### config.mk
export PLATFORM = sky130hd
export DESIGN_NAME = march_bist_engine
export DESIGN_NICKNAME = d
export VERILOG_FILES = /design/src/rtl/march_pkg.sv /design/src/rtl/march_table.sv /design/src/rtl/march_addr_ctr.sv /design/src/rtl/march_resp_chk.sv /design/src/rtl/march_bist_engine.sv
export SDC_FILE = /design/constraint.sdc
export NUM_CORES = 1
export LEC_CHECK = 0
export BUFFER_PORTS_ARGS = -buffer_cell sky130_fd_sc_hd__buf_2
export CELL_PAD_IN_SITES_DETAIL_PLACEMENT = 2
export CELL_PAD_IN_SITES_GLOBAL_PLACEMENT = 2
export CORE_MARGIN = 2
export CORE_UTILIZATION = 37
export DETAILED_ROUTE_END_ITERATION = 10
export PLACE_DENSITY = 0.84
export SYNTH_ARGS = -nofsm -noshare
export SYNTH_HDL_FRONTEND = slang
export SYNTH_SLANG_ARGS = --single-unit
### constraint.sdc
create_clock -name clk -period 5.5 [get_ports clk]
set_input_delay 1.1 -clock clk [delete_from_list [all_inputs] [get_ports clk]]
set_output_delay 1.1 -clock clk [all_outputs]
set_load 0.005 [all_outputs]
### src/rtl/march_pkg.sv
package march_pkg;

    localparam int ELEM_W = 3;

    // operation code: bit1 = write, bit0 = data value
    localparam logic [1:0] OP_R0 = 2'b00;
    localparam logic [1:0] OP_R1 = 2'b01;
    localparam logic [1:0] OP_W0 = 2'b10;
    localparam logic [1:0] OP_W1 = 2'b11;

    typedef enum logic [1:0] {
        ST_IDLE  = 2'd0,
        ST_RUN   = 2'd1,
        ST_DRAIN = 2'd2,
        ST_DONE  = 2'd3
    } seq_state_e;

    typedef struct packed {
        logic            down;
        logic            last;
        logic [1:0]      nops_m1;
        logic [2:0][1:0] ops;
    } melem_t;

    function automatic logic march_down(input logic [2:0] alg, input logic [ELEM_W-1:0] idx);
        case (alg)
            3'd1, 3'd2, 3'd3, 3'd5: march_down = (idx == 3'd2);
            3'd4:                   march_down = (idx == 3'd3) || (idx == 3'd4);
            default:                march_down = 1'b0;
        endcase
    endfunction

    function automatic melem_t mk(input logic last, input logic [1:0] n,
                                  input logic [1:0] o0, input logic [1:0] o1,
                                  input logic [1:0] o2);
        melem_t e;
        e.down    = 1'b0;
        e.last    = last;
        e.nops_m1 = n;
        e.ops     = {o2, o1, o0};
        return e;
    endfunction

    function automatic melem_t march_lookup(input logic [2:0] alg, input logic [ELEM_W-1:0] idx);
        melem_t e;
        e = mk(1'b0, 2'd0, OP_W0, OP_W0, OP_W0);
        case (alg)
            3'd1: case (idx)
                3'd1:    e = mk(1'b0, 2'd1, OP_R0, OP_W1, OP_W1);
                3'd2:    e = mk(1'b1, 2'd1, OP_R1, OP_W0, OP_W0);
                default: e = mk(1'b0, 2'd0, OP_W0, OP_W0, OP_W0);
            endcase
            3'd2: case (idx)
                3'd1:    e = mk(1'b0, 2'd1, OP_R0, OP_W1, OP_W1);
                3'd2:    e = mk(1'b1, 2'd2, OP_R1, OP_W0, OP_R0);
                default: e = mk(1'b0, 2'd0, OP_W0, OP_W0, OP_W0);
            endcase
            3'd3: case (idx)
                3'd1:    e = mk(1'b0, 2'd1, OP_R0, OP_W1, OP_W1);
                3'd2:    e = mk(1'b0, 2'd1, OP_R1, OP_W0, OP_W0);
                3'd3:    e = mk(1'b1, 2'd0, OP_R0, OP_R0, OP_R0);
                default: e = mk(1'b0, 2'd0, OP_W0, OP_W0, OP_W0);
            endcase
            3'd4: case (idx)
                3'd1, 3'd3: e = mk(1'b0, 2'd1, OP_R0, OP_W1, OP_W1);
                3'd2, 3'd4: e = mk(1'b0, 2'd1, OP_R1, OP_W0, OP_W0);
                3'd5:       e = mk(1'b1, 2'd0, OP_R0, OP_R0, OP_R0);
                default:    e = mk(1'b0, 2'd0, OP_W0, OP_W0, OP_W0);
            endcase
            3'd5: case (idx)
                3'd1:    e = mk(1'b0, 2'd2, OP_R0, OP_W1, OP_R1);
                3'd2:    e = mk(1'b0, 2'd2, OP_R1, OP_W0, OP_R0);
                3'd3:    e = mk(1'b1, 2'd0, OP_R0, OP_R0, OP_R0);
                default: e = mk(1'b0, 2'd0, OP_W0, OP_W0, OP_W0);
            endcase
            default: case (idx)
                3'd1:    e = mk(1'b0, 2'd1, OP_R0, OP_W1, OP_W1);
                3'd2:    e = mk(1'b1, 2'd0, OP_R1, OP_R1, OP_R1);
                default: e = mk(1'b0, 2'd0, OP_W0, OP_W0, OP_W0);
            endcase
        endcase
        e.down = march_down(alg, idx);
        return e;
    endfunction

endpackage

### src/rtl/march_table.sv
module march_table
    import march_pkg::*;
(
    input  logic [2:0]        alg,
    input  logic [ELEM_W-1:0] idx,
    output melem_t            elem,
    output logic              next_down
);
    logic [ELEM_W-1:0] idx_nx;

    assign idx_nx = idx + 1'b1;

    always_comb begin
        elem      = march_lookup(alg, idx);
        next_down = march_down(alg, idx_nx);
    end
endmodule

### src/rtl/march_addr_ctr.sv
module march_addr_ctr #(
    parameter int ADDR_W = 4
) (
    input  logic              clk,
    input  logic              rst_n,
    input  logic              load,
    input  logic              load_down,
    input  logic              step,
    input  logic              down,
    output logic [ADDR_W-1:0] addr,
    output logic              at_end
);
    localparam logic [ADDR_W-1:0] TOP = '1;

    always_ff @(posedge clk or negedge rst_n) begin
        if (!rst_n)
            addr <= '0;
        else if (load)
            addr <= load_down ? TOP : '0;
        else if (step)
            addr <= down ? addr - 1'b1 : addr + 1'b1;
    end

    assign at_end = down ? (addr == '0) : (addr == TOP);
endmodule

### src/rtl/march_resp_chk.sv
module march_resp_chk
    import march_pkg::*;
#(
    parameter int ADDR_W = 4,
    parameter int DATA_W = 8
) (
    input  logic              clk,
    input  logic              rst_n,
    input  logic              clear,
    input  logic              rd_issue,
    input  logic              exp_bit,
    input  logic [ADDR_W-1:0] rd_addr,
    input  logic [ELEM_W-1:0] rd_elem,
    input  logic [DATA_W-1:0] rdata,
    output logic              fail,
    output logic [ADDR_W-1:0] fail_addr,
    output logic [ELEM_W-1:0] fail_elem
);
    logic              pend_q;
    logic              pexp_q;
    logic [ADDR_W-1:0] paddr_q;
    logic [ELEM_W-1:0] pelem_q;
    logic              miss;

    assign miss = pend_q && (rdata != {DATA_W{pexp_q}});

    always_ff @(posedge clk or negedge rst_n) begin
        if (!rst_n) begin
            pend_q    <= 1'b0;
            pexp_q    <= 1'b0;
            paddr_q   <= '0;
            pelem_q   <= '0;
            fail      <= 1'b0;
            fail_addr <= '0;
            fail_elem <= '0;
        end else if (clear) begin
            pend_q    <= 1'b0;
            fail      <= 1'b0;
            fail_addr <= '0;
            fail_elem <= '0;
        end else begin
            pend_q  <= rd_issue;
            pexp_q  <= exp_bit;
            paddr_q <= rd_addr;
            pelem_q <= rd_elem;
            if (miss && !fail) begin
                fail      <= 1'b1;
                fail_addr <= paddr_q;
                fail_elem <= pelem_q;
            end
        end
    end
endmodule

### src/rtl/march_bist_engine.sv
module march_bist_engine
    import march_pkg::*;
#(
    parameter int ADDR_W = 4,
    parameter int DATA_W = 8
) (
    input  logic                clk,
    input  logic                rst_n,
    input  logic                start,
    input  logic [2:0]          alg_sel,
    input  logic [DATA_W-1:0]   mem_rdata,
    output logic [ADDR_W-1:0]   mem_addr,
    output logic                mem_we,
    output logic                mem_re,
    output logic [DATA_W-1:0]   mem_wdata,
    output logic                busy,
    output logic                done,
    output logic                fail,
    output logic [ADDR_W-1:0]   fail_addr,
    output logic [ELEM_W-1:0]   fail_elem,
    output logic [ADDR_W+3:0]   op_count
);
    localparam int CNT_W = ADDR_W + 4;

    seq_state_e        st_q, st_d;
    logic [2:0]        alg_q;
    logic [ELEM_W-1:0] elem_q;
    logic [1:0]        opi_q;
    logic [CNT_W-1:0]  cnt_q;
    melem_t            cur_e;
    logic              next_down;
    logic [1:0]        cur_op;
    logic [ADDR_W-1:0] addr;
    logic              at_end;
    logic              running, accept, op_last;

    assign running = (st_q == ST_RUN);
    assign accept  = (st_q == ST_IDLE) && start;
    assign cur_op  = cur_e.ops[opi_q];
    assign op_last = (opi_q == cur_e.nops_m1);

    march_table u_table (
        .alg       (alg_q),
        .idx       (elem_q),
        .elem      (cur_e),
        .next_down (next_down)
    );

    march_addr_ctr #(.ADDR_W(ADDR_W)) u_addr (
        .clk       (clk),
        .rst_n     (rst_n),
        .load      (accept || (running && op_last && at_end && !cur_e.last)),
        .load_down (accept ? 1'b0 : next_down),
        .step      (running && op_last && !at_end),
        .down      (cur_e.down),
        .addr      (addr),
        .at_end    (at_end)
    );

    march_resp_chk #(.ADDR_W(ADDR_W), .DATA_W(DATA_W)) u_chk (
        .clk       (clk),
        .rst_n     (rst_n),
        .clear     (accept),
        .rd_issue  (running && !cur_op[1]),
        .exp_bit   (cur_op[0]),
        .rd_addr   (addr),
        .rd_elem   (elem_q),
        .rdata     (mem_rdata),
        .fail      (fail),
        .fail_addr (fail_addr),
        .fail_elem (fail_elem)
    );

    // state register
    always_ff @(posedge clk or negedge rst_n) begin
        if (!rst_n) st_q <= ST_IDLE;
        else        st_q <= st_d;
    end

    // next state
    always_comb begin
        st_d = st_q;
        unique case (st_q)
            ST_IDLE:  if (start) st_d = ST_RUN;
            ST_RUN:   if (op_last && at_end && cur_e.last) st_d = ST_DRAIN;
            ST_DRAIN: st_d = ST_DONE;
            ST_DONE:  st_d = ST_IDLE;
        endcase
    end

    // sequence position and operation counter
    always_ff @(posedge clk or negedge rst_n) begin
        if (!rst_n) begin
            alg_q  <= '0;
            elem_q <= '0;
            opi_q  <= '0;
            cnt_q  <= '0;
        end else if (accept) begin
            alg_q  <= alg_sel;
            elem_q <= '0;
            opi_q  <= '0;
            cnt_q  <= '0;
        end else if (running) begin
            cnt_q <= cnt_q + 1'b1;
            if (!op_last) begin
                opi_q <= opi_q + 1'b1;
            end else begin
                opi_q <= '0;
                if (at_end && !cur_e.last) elem_q <= elem_q + 1'b1;
            end
        end
    end

    // outputs
    always_comb begin
        mem_addr  = addr;
        mem_we    = running && cur_op[1];
        mem_re    = running && !cur_op[1];
        mem_wdata = {DATA_W{cur_op[0]}};
        busy      = (st_q != ST_IDLE);
        done      = (st_q == ST_DONE);
        op_count  = cnt_q;
    end
endmodule

==> impl_metrics.env, run 1 <==
export IMPL_post_place_cells=401
export IMPL_wl_mm=7.620
export IMPL_worstPathCellList="inv_1 > ha_1 > o21bai_1 > a21boi_0 > o22ai_1 > a2111oi_0 > a211o_1 > and2_1 > buf_2"
export IMPL_worst_r2r_endpoint="u_addr.addr[3]"
export IMPL_grt_pass1_wl_mm=12.19
export IMPL_initial_core_utilization=0.3843
export IMPL_multi_input_comb_area_mm2=0.001454
export IMPL_yosysUniqueCellTypes=60
export IMPL_critical_path_slowest_cell="sky130_fd_sc_hd__dfrtp_1"
export IMPL_post_detailed_route_wirelength_per_cell_um=18.63
export IMPL_full_die_area_mm2=0.007746
export IMPL_dp_wirelength_mm=5.309
export IMPL_fill_cells=769
export IMPL_drt_iter0_markers=87
export IMPL_first_global_vias=2310
export IMPL_drt_pre_antenna_iters=4
export IMPL_timing_critical_path_required_ns=4.40
export IMPL_die_height_um=88.01
export IMPL_antenna_found_initial=0
export IMPL_timing_critical_path_from="elem_q[0]"
export IMPL_depth_of_the_worst_register_to_register_path=11
export IMPL_total_of_cells_resized_after_clock_tree_synthesis=0
export IMPL_vias=2196
export IMPL_r2r_slack_ns=2.27
export IMPL_max_slew_margin=0.3847
export IMPL_final_cell_mix="45 x sky130_fd_sc_hd__buf_2, 39 x sky130_fd_sc_hd__dfrtp_1, 33 x sky130_fd_sc_hd__nand2_1"
export IMPL_report_final_hold_viol_count=0
export IMPL_p_seq_frac=0.572
export IMPL_syn_avg_cell_area_um2=9.293
export IMPL_setup_worst_path_start_class="register"
export IMPL_final_antenna_net_count=0
export IMPL_finish_cell_count_without_fillers=409
export IMPL_end_kind="primary output"
export IMPL_synth_net_count=313
export IMPL_comb_power_share=0.028
export IMPL_grt_setup_unrepaired="no"
export IMPL_mostFrequentLayoutCell="sky130_fd_sc_hd__buf_2"
export IMPL_timing_worst_slew_pin_value_ns=0.9230
export IMPL_grt_overflow=0
export IMPL_finalHoldWorstSlack_ns=0.5081
export IMPL_critPathKind="reg2out"
export IMPL_synth_edf_count=0
export IMPL_die_width_um=88.01
export IMPL_antenna_cells=0
export IMPL_final_period_utilization=0.7007
export IMPL_min_from="u_chk.paddr_q[3]"
export IMPL_path_max_fanout=10
export IMPL_pwr_density_cell_mw_per_mm2=172.2
export IMPL_buffer_type_at_the_clock_tree_root="sky130_fd_sc_hd__clkbuf_8"
export IMPL_grt_use_total=0.2060
export IMPL_detail_route_vias_per_cell=5.369
export IMPL_slew_viol_final=0
export IMPL_post_cts_setup_buffers=0
export IMPL_area_growth_synth_to_final_pct=11.93
export IMPL_synth_area_mm2=0.002611
export IMPL_port_buffers=45
export IMPL_cts_tree="done"
export IMPL_ys_dominant_reg_cell="sky130_fd_sc_hd__dfrtp_1"
export IMPL_final_critical_path_time_including_i_o_delays_and_setup_ns=3.854
export IMPL_cts_htree_levels=2
export IMPL_hold_end="u_chk.paddr_q[3]"
export IMPL_share_clk_of_total_power=0.400
export IMPL_setup_tns_ns=0
export IMPL_numCtsBuffers=5
export IMPL_ctsHoldBuffers=0
export IMPL_max_cap_violations=0
export IMPL_final_skew_ns=0.003639
export IMPL_drive_above_1_share=0.2141
export IMPL_yosys_warnings=0
export IMPL_arrival_ns=2.75
export IMPL_timing_hold_worst_class="reg2reg"
export IMPL_p_switching_uw=122.3
export IMPL_ys_seq_area_frac=0.3737
export IMPL_p_leak_uw=0.001285
export IMPL_fmaxAchievable_mhz=259.5
export IMPL_clk_insertion_delay_late_ns=0.30
export IMPL_final_seq_area_um2=975.9
export IMPL_gpl_final_weighted_congestion=0.8053
export IMPL_top_level_ports=46
export IMPL_fp_coreArea_mm2=0.006794
export IMPL_irDropWorstVdd_mv=0.1072
export IMPL_sw_frac_of_total=0.2429
export IMPL_remaining_drc_errors=0
export IMPL_synth_ff_latch_count=39
export IMPL_ctsLongestPathBuffers=2
export IMPL_fin_nets=344
export IMPL_grt_max_degree=42
export IMPL_result_of_the_run="complete, no violations"
export IMPL_postSynthCellCount=281
export IMPL_std_cell_rows=30
export IMPL_sink_count_of_the_clock_tree=39
export IMPL_max_stage_delay_ns=0.49
export IMPL_r2r_start="elem_q[0]"
export IMPL_timing_final_setup_violations=0
export IMPL_clk_pin_slew_worst_setup_hold_paths_ns=0.08
export IMPL_worst_hold_path_num_cells=2
export IMPL_cellInternalPower_uw=381.0
export IMPL_async_reset_ff_frac=1.000
per-stage QoR:
| step | cell area [µm²] | power [µW] | setup WS, ns | utilization |
|---|---|---|---|---|
| 4_1_cts | 2923 | 512.3 | 1.640 | 0.4302 |
| 3_3_place_gp | 2838 | 307.8 | 2.109 | 0.4177 |
| 3_5_place_dp | 2838 | 308.6 | 1.995 | 0.4177 |
| 2_1_floorplan | 2611 | 295.3 | 2.438 | - |
| 6_report | 2923 | 503.3 | 1.646 | 0.4302 |
| 5_1_grt | 2923 | 523.2 | 1.214 | 0.4302 |
area by class of cell:
type,count,area share
repair buffers,47,0.08219
clock buffers,6,0.02483
well taps,96,0.04110
multi-input cells,207,0.4974
inverters,12,0.01627
clock inverters,2,0.004281
flip-flops and latches,39,0.3339
cell families after synthesis:
logic type | after synthesis | share of synthesized area
simple gates | 115 | 0.2338
compound gates | 48 | 0.1347
flops | 39 | 0.3737
buf+inv | 35 | 0.07187
fa+ha+maj | 18 | 0.08912
mux | 17 | 0.06660
xor+xnor | 9 | 0.03019
cells in the mapped netlist (all sizes together), types with 2 or more instances:
cell     instances  area (µm²)
mux2i           14       140.1
xor2             7       61.31
o211ai           2       15.01
or3              4       25.02
o21ai           14       70.07
and2             3       18.77
and3             4       25.02
ha              17       212.7
mux2             3       33.78
a21oi            8       43.79
nor2            29       108.9
nor4             2       12.51
nor3             7       45.04
dfrtp           39       975.9
nand2b           4       32.53
a21o             2       15.01
nand3b           3       22.52
inv             12       47.55
buf             15       110.1
or4              2       15.01
o31ai            2       25.02
nand2           33       123.9
nand4b           3       26.28
nor2b            5       31.28
o31a             2       17.52
nand4            6       37.54
nand3            2       10.01
o2bb2ai          2       17.52
xnor2            2       17.52
a31oi            3       18.77
clkbuf           8       30.03
nor4b            2       17.52
per-layer routing:
layer  global-route usage  vias to the layer above  routed length (µm)
met2               0.3657                       46                3853
met5                    0                        -                   0
met1               0.2643                     1109                3428
li1                     -                     1031                   -
met3              0.02639                       10                 259
met4              0.05510                        0                  79
critical path, delay by kind of cell (launching register included):
kind	cells	cell delay (ns)
adders and majority gates	1	0.41
DFF	1	0.49
AOI/OAI and AO/OA	5	1.14
and+or+nand+nor	1	0.13
buffers and inverters	2	0.29
power by group through the flow:
stage                     logic (µW)  clock network [µW]  registers (µW)
after floorplan                 1.63                   0             294
after global placement          14.3                   0             294
after detailed placement        15.0                   0             294
after CTS                       15.0                 209             288
after global routing            16.1                 219             288
final                           14.1                 201             288
worst max path at each step:
stage / to / slack (ns) / cells after the start
finish: mem_we / 1.65 / 9
global route: mem_we / 1.21 / 9
CTS: mem_we / 1.64 / 9
detailed placement: mem_we / 1.99 / 9
global placement: mem_we / 2.11 / 9
floorplan: mem_we / 2.44 / 9
state kept, by name, indices dropped and copies added, names as in the netlist:
| signal | cells |
|---|---|
| alg_q | 3 |
| elem_q | 3 |
| op_count | 8 |
| opi_q | 2 |
| st_q | 2 |
| u_addr.addr | 4 |
| u_chk.fail | 1 |
| u_chk.fail_addr | 4 |
| u_chk.fail_elem | 3 |
| u_chk.paddr_q | 4 |
| u_chk.pelem_q | 3 |
| u_chk.pend_q | 1 |
| u_chk.pexp_q | 1 |
No activity file was read; power rests on OpenSTA's default activity.
==> run 2: changes to the inputs <==
- CORE_UTILIZATION: 37 -> 34
- PLACE_DENSITY: 0.84 -> 0.78
- clock period: 5.5 -> 3.55 ns (I/O delays scaled with it)
==> impl_metrics.env, run 2 (same netlist as run 1, synthesis figures left out) <==
export IMPL_post_cts_setup_buffers=0
export IMPL_dp_wirelength_mm=5.203
export IMPL_final_antenna_net_count=0
export IMPL_critPathBufInv=2
export IMPL_max_stage_delay_ns=0.50
export IMPL_max_slew_margin=0.3902
export IMPL_critPathKind="reg2out"
export IMPL_cts_tree="done"
export IMPL_final_instance_area_mm2=0.002974
export IMPL_antenna_found_initial=0
export IMPL_drive_above_1_share=0.2317
export IMPL_grt_overflow=0
export IMPL_grt_max_degree=42
export IMPL_fin_nets=346
export IMPL_timing_hold_worst_class="reg2reg"
export IMPL_final_period_utilization=0.9334
export IMPL_full_die_area_mm2=0.008397
export IMPL_setup_worst_path_start_class="register"
export IMPL_numCtsBuffers=5
export IMPL_detail_route_vias_per_cell=5.353
export IMPL_grt_use_total=0.1835
export IMPL_drt_pre_antenna_iters=4
export IMPL_worstPathCellList="inv_1 > ha_4 > nor3b_1 > o21ai_0 > nand2_1 > nand3_1 > nor4bb_1 > a211o_1 > and2_1 > buf_2"
export IMPL_ctsLongestPathBuffers=2
export IMPL_top_level_ports=46
export IMPL_vias=2216
export IMPL_final_critical_path_time_including_i_o_delays_and_setup_ns=3.313
export IMPL_die_height_um=91.64
export IMPL_area_growth_synth_to_final_pct=13.90
export IMPL_post_dp_cell_area_mm2=0.002856
export IMPL_pwr_density_cell_mw_per_mm2=259.2
export IMPL_largest_reg_flops=8
export IMPL_max_cap_violations=0
export IMPL_wl_mm=7.378
export IMPL_r2r_slack_ns=0.54
export IMPL_post_detailed_route_wirelength_per_cell_um=17.82
export IMPL_timing_worst_slew_pin_value_ns=0.9147
export IMPL_clk_pin_slew_worst_setup_hold_paths_ns=0.08
export IMPL_sink_count_of_the_clock_tree=39
export IMPL_final_skew_ns=0.004239
export IMPL_std_cell_rows=31
export IMPL_irDropWorstVdd_mv=0.1765
export IMPL_die_width_um=91.64
export IMPL_critical_path_slowest_cell="sky130_fd_sc_hd__dfrtp_2"
export IMPL_cts_htree_levels=2
export IMPL_slew_viol_final=0
export IMPL_report_final_hold_viol_count=0
export IMPL_arrival_ns=2.60
export IMPL_finalHoldWorstSlack_ns=0.4816
export IMPL_antenna_cells=0
export IMPL_buffer_type_at_the_clock_tree_root="sky130_fd_sc_hd__clkbuf_8"
export IMPL_timing_critical_path_required_ns=2.84
export IMPL_end_kind="primary output"
export IMPL_port_buffers=45
export IMPL_grt_pass1_wl_mm=12.34
export IMPL_final_cell_mix="45 x sky130_fd_sc_hd__buf_2, 38 x sky130_fd_sc_hd__dfrtp_1, 33 x sky130_fd_sc_hd__nand2_1"
export IMPL_setup_tns_ns=0
export IMPL_grt_setup_unrepaired="no"
export IMPL_path_max_fanout=10
export IMPL_clk_insertion_delay_late_ns=0.30
export IMPL_result_of_the_run="complete, no violations"
export IMPL_first_global_vias=2422
export IMPL_fmaxAchievable_mhz=301.8
export IMPL_gpl_final_weighted_congestion=0.7977
export IMPL_fp_coreArea_mm2=0.007331
export IMPL_drt_iter0_markers=69
export IMPL_timing_final_setup_violations=0
export IMPL_initial_core_utilization=0.3562
export IMPL_mostFrequentLayoutCell="sky130_fd_sc_hd__buf_2"
export IMPL_timing_critical_path_max_delay_family="simple AND/OR/NAND/NOR gates"
export IMPL_remaining_drc_errors=0
export IMPL_p_leak_uw=0.001295
==> run 2: layer usage <==
metal  vias up  share of wire  track usage
met5         -              0            0
met4         0          0.013      0.05934
met3         6          0.032      0.02958
met2        38           0.50       0.3119
met1      1132           0.45       0.2380
li1       1040              -            -
==> run 2: what timing repair did <==
item                                   4_1_cts  5_1_grt
setup endpoints to repair                    1        2
resized for setup                            1        6
hold buffers                                 0        0
endpoints found under the hold margin        0        0
gates cloned                                 0        0
==> run 2: worst paths after layout <==
check / start / to / cells after the start
worst max-delay path: elem_q[0] / mem_we / 10
worst min-delay path: u_chk.paddr_q[2] / u_chk.paddr_q[2] / 2
worst max register to register: elem_q[0] / u_addr.addr[2] / 9
worst min register to register: u_chk.paddr_q[2] / u_chk.paddr_q[2] / 2
max in group asynchronous: rst_n / elem_q[0] / 1
min in group asynchronous: rst_n / st_q[0] / 1
==> run 2: metrics by stage <==
stage,utilization,cells,total power [µW],setup slack [ns]
3_3_place_gp,0.3897,406,477.3,0.5702
2_1_floorplan,-,281,457.5,0.8743
5_1_grt,0.4057,414,804.8,0.01600
3_5_place_dp,0.3897,406,478.0,0.3625
6_report,0.4057,414,770.8,0.2366
4_1_cts,0.4016,414,787.3,0.06994
==> run 2: power by group <==
group / switching [µW] / total [µW] / internal, µW
logic: 14.4 / 21.8 / 7.44
registers: 0.788 / 446 / 445
clock network: 166 / 303 / 137
==> run 2: area by class of cell <==
cell class / instances / area, µm²
Multi-Input combinational cell: 207 / 1485
Fill cell: 821 / 4357
Timing Repair Buffer: 49 / 255.2
Clock inverter: 2 / 12.51
Tap cell: 99 / 123.9
Clock buffer: 6 / 72.57
Sequential cell: 39 / 977.2
Inverter: 12 / 47.55
==> run 2: worst reg2reg max path, stage by stage, from the launching register on <==
cell	delay [ns]
sky130_fd_sc_hd__dfrtp_2	0.50
sky130_fd_sc_hd__inv_1	0.24
sky130_fd_sc_hd__ha_4	0.25
sky130_fd_sc_hd__nand2b_1	0.13
sky130_fd_sc_hd__o32ai_4	0.47
sky130_fd_sc_hd__mux2i_1	0.34
sky130_fd_sc_hd__nand2b_1	0.10
sky130_fd_sc_hd__and3_1	0.22
sky130_fd_sc_hd__nor2_1	0.27
sky130_fd_sc_hd__mux2_2	0.37
==> run 3: changes to the inputs <==
- clock period: 3.55 -> 3.77 ns (I/O delays scaled with it)
==> impl_metrics.env, run 3 (same netlist as run 1, synthesis figures left out) <==
export IMPL_r2r_slack_ns=0.73
export IMPL_worst_hold_path_num_cells=2
export IMPL_pwr_density_cell_mw_per_mm2=289.8
export IMPL_timing_critical_path_required_ns=3.02
export IMPL_hold_end="u_chk.paddr_q[3]"
export IMPL_post_dp_cell_area_mm2=0.002849
export IMPL_fp_coreArea_mm2=0.007331
export IMPL_area_growth_synth_to_final_pct=14.28
export IMPL_result_of_the_run="complete, no violations"
export IMPL_timing_hold_worst_class="reg2reg"
export IMPL_final_antenna_net_count=0
export IMPL_largest_reg_flops=8
export IMPL_wl_mm=7.381
export IMPL_worst_r2r_endpoint="u_addr.addr[3]"
export IMPL_mostFrequentLayoutCell="sky130_fd_sc_hd__buf_2"
export IMPL_antenna_cells=0
export IMPL_drt_iter0_markers=50
export IMPL_port_buffers=45
export IMPL_final_critical_path_time_including_i_o_delays_and_setup_ns=3.435
export IMPL_setup_worst_path_start_class="register"
export IMPL_remaining_drc_errors=0
export IMPL_finish_cell_count_without_fillers=413
export IMPL_final_skew_ns=0.01091
export IMPL_numCtsBuffers=5
export IMPL_clk_insertion_delay_late_ns=0.30
export IMPL_post_detailed_route_wirelength_per_cell_um=17.87
export IMPL_critPathKind="reg2out"
export IMPL_path_max_fanout=8
export IMPL_multi_input_comb_area_mm2=0.001456
export IMPL_cts_htree_levels=2
export IMPL_top_level_ports=46
export IMPL_fill_cells=820
export IMPL_grt_use_total=0.1847
export IMPL_grt_pass1_wl_mm=12.36
export IMPL_full_die_area_mm2=0.008397
export IMPL_min_from="u_chk.paddr_q[3]"
export IMPL_report_final_hold_viol_count=0
export IMPL_die_width_um=91.64
export IMPL_fmaxAchievable_mhz=291.1
export IMPL_final_cell_mix="45 x sky130_fd_sc_hd__buf_2, 39 x sky130_fd_sc_hd__dfrtp_1, 33 x sky130_fd_sc_hd__nand2_1"
export IMPL_cts_tree="done"
export IMPL_ctsHoldBuffers=0
export IMPL_timing_critical_path_from="elem_q[1]"
export IMPL_die_height_um=91.64
export IMPL_timing_worst_slew_pin_value_ns=0.9211
export IMPL_drt_pre_antenna_iters=4
export IMPL_first_global_vias=2382
export IMPL_antenna_found_initial=0
export IMPL_ctsLongestPathBuffers=2
export IMPL_end_kind="primary output"
export IMPL_fin_nets=345
export IMPL_initial_core_utilization=0.3562
export IMPL_arrival_ns=2.68
export IMPL_vias=2210
export IMPL_final_instance_area_mm2=0.002984
export IMPL_timing_final_setup_violations=0
export IMPL_place_ws_ns=0.6012
export IMPL_gpl_final_weighted_congestion=0.7522
export IMPL_setup_tns_ns=0
export IMPL_max_slew_margin=0.3859
export IMPL_r2r_start="elem_q[0]"
export IMPL_final_period_utilization=0.9112
export IMPL_post_place_cells=405
export IMPL_detail_route_vias_per_cell=5.351
export IMPL_buffer_type_at_the_clock_tree_root="sky130_fd_sc_hd__clkbuf_8"
export IMPL_grt_max_degree=42
export IMPL_p_leak_uw=0.001310
export IMPL_drive_above_1_share=0.2197
export IMPL_depth_of_the_worst_register_to_register_path=11
export IMPL_final_setup_worst_slack_ns=0.3349
export IMPL_irDropWorstVdd_mv=0.1534
export IMPL_clk_pin_slew_worst_setup_hold_paths_ns=0.08
export IMPL_max_cap_violations=0
export IMPL_std_cell_rows=31
export IMPL_dp_wirelength_mm=5.301
export IMPL_slew_viol_final=0
export IMPL_grt_overflow=0
export IMPL_grt_setup_unrepaired="no"
export IMPL_final_seq_area_um2=975.9
export IMPL_sink_count_of_the_clock_tree=39
run 3: worst max-delay path by stage:
stage and to:
5_1_grt mem_we, 3_5_place_dp mem_we, 3_3_place_gp mem_we, 4_1_cts mem_we
6_report mem_we, 2_1_floorplan mem_we
run 3: timing repair:
action                                  CTS  global route
setup buffers                             0             0
gates resized for setup                   0             1
endpoints found under the setup margin    0             1
run 3: area by class of cell:
cell class	count	share of cell area
Clock inverter	2	0.02013
Tap cell	99	0.04151
Timing Repair Buffer	48	0.08302
Multi-Input combinational cell	207	0.4881
Inverter	12	0.01593
Sequential cell	39	0.3270
Clock buffer	6	0.02432
run 3: per-stage QoR:
stage / hold WS (ns) / total power [µW] / util
after floorplan: 0.4385 / 430.8 / -
after global routing: 0.5285 / 899.0 / 0.4071
after CTS: 0.5013 / 879.5 / 0.4067
after global placement: 0.4550 / 449.2 / 0.3886
final: 0.4881 / 864.7 / 0.4071
after detailed placement: 0.4756 / 450.0 / 0.3886
run 3: power breakdown:
group	total [µW]	switching, µW	internal, µW
Sequential	420	0.734	419
Clock	424	159	265
Combinational	20.7	13.7	7.01
Total	865	174	691
run 3: worst max-delay path: stages (launching register included):
cell and delay (ns):
sky130_fd_sc_hd__dfrtp_1 0.46, sky130_fd_sc_hd__inv_1 0.15, sky130_fd_sc_hd__ha_1 0.39, sky130_fd_sc_hd__o21bai_1 0.17, sky130_fd_sc_hd__a21boi_0 0.24, sky130_fd_sc_hd__o21ai_0 0.12
sky130_fd_sc_hd__nand3_1 0.09, sky130_fd_sc_hd__nor4bb_1 0.32, sky130_fd_sc_hd__a211o_1 0.20, sky130_fd_sc_hd__and2_1 0.14, sky130_fd_sc_hd__buf_2 0.10
run 3: metal layers:
metal	track usage	vias to the layer above	wire, µm
li1	-	1038	-
met1	0.2313	1121	3369
met2	0.3309	45	3721
met3	0.03369	6	242
met4	0.03914	0	47
met5	0	-	0
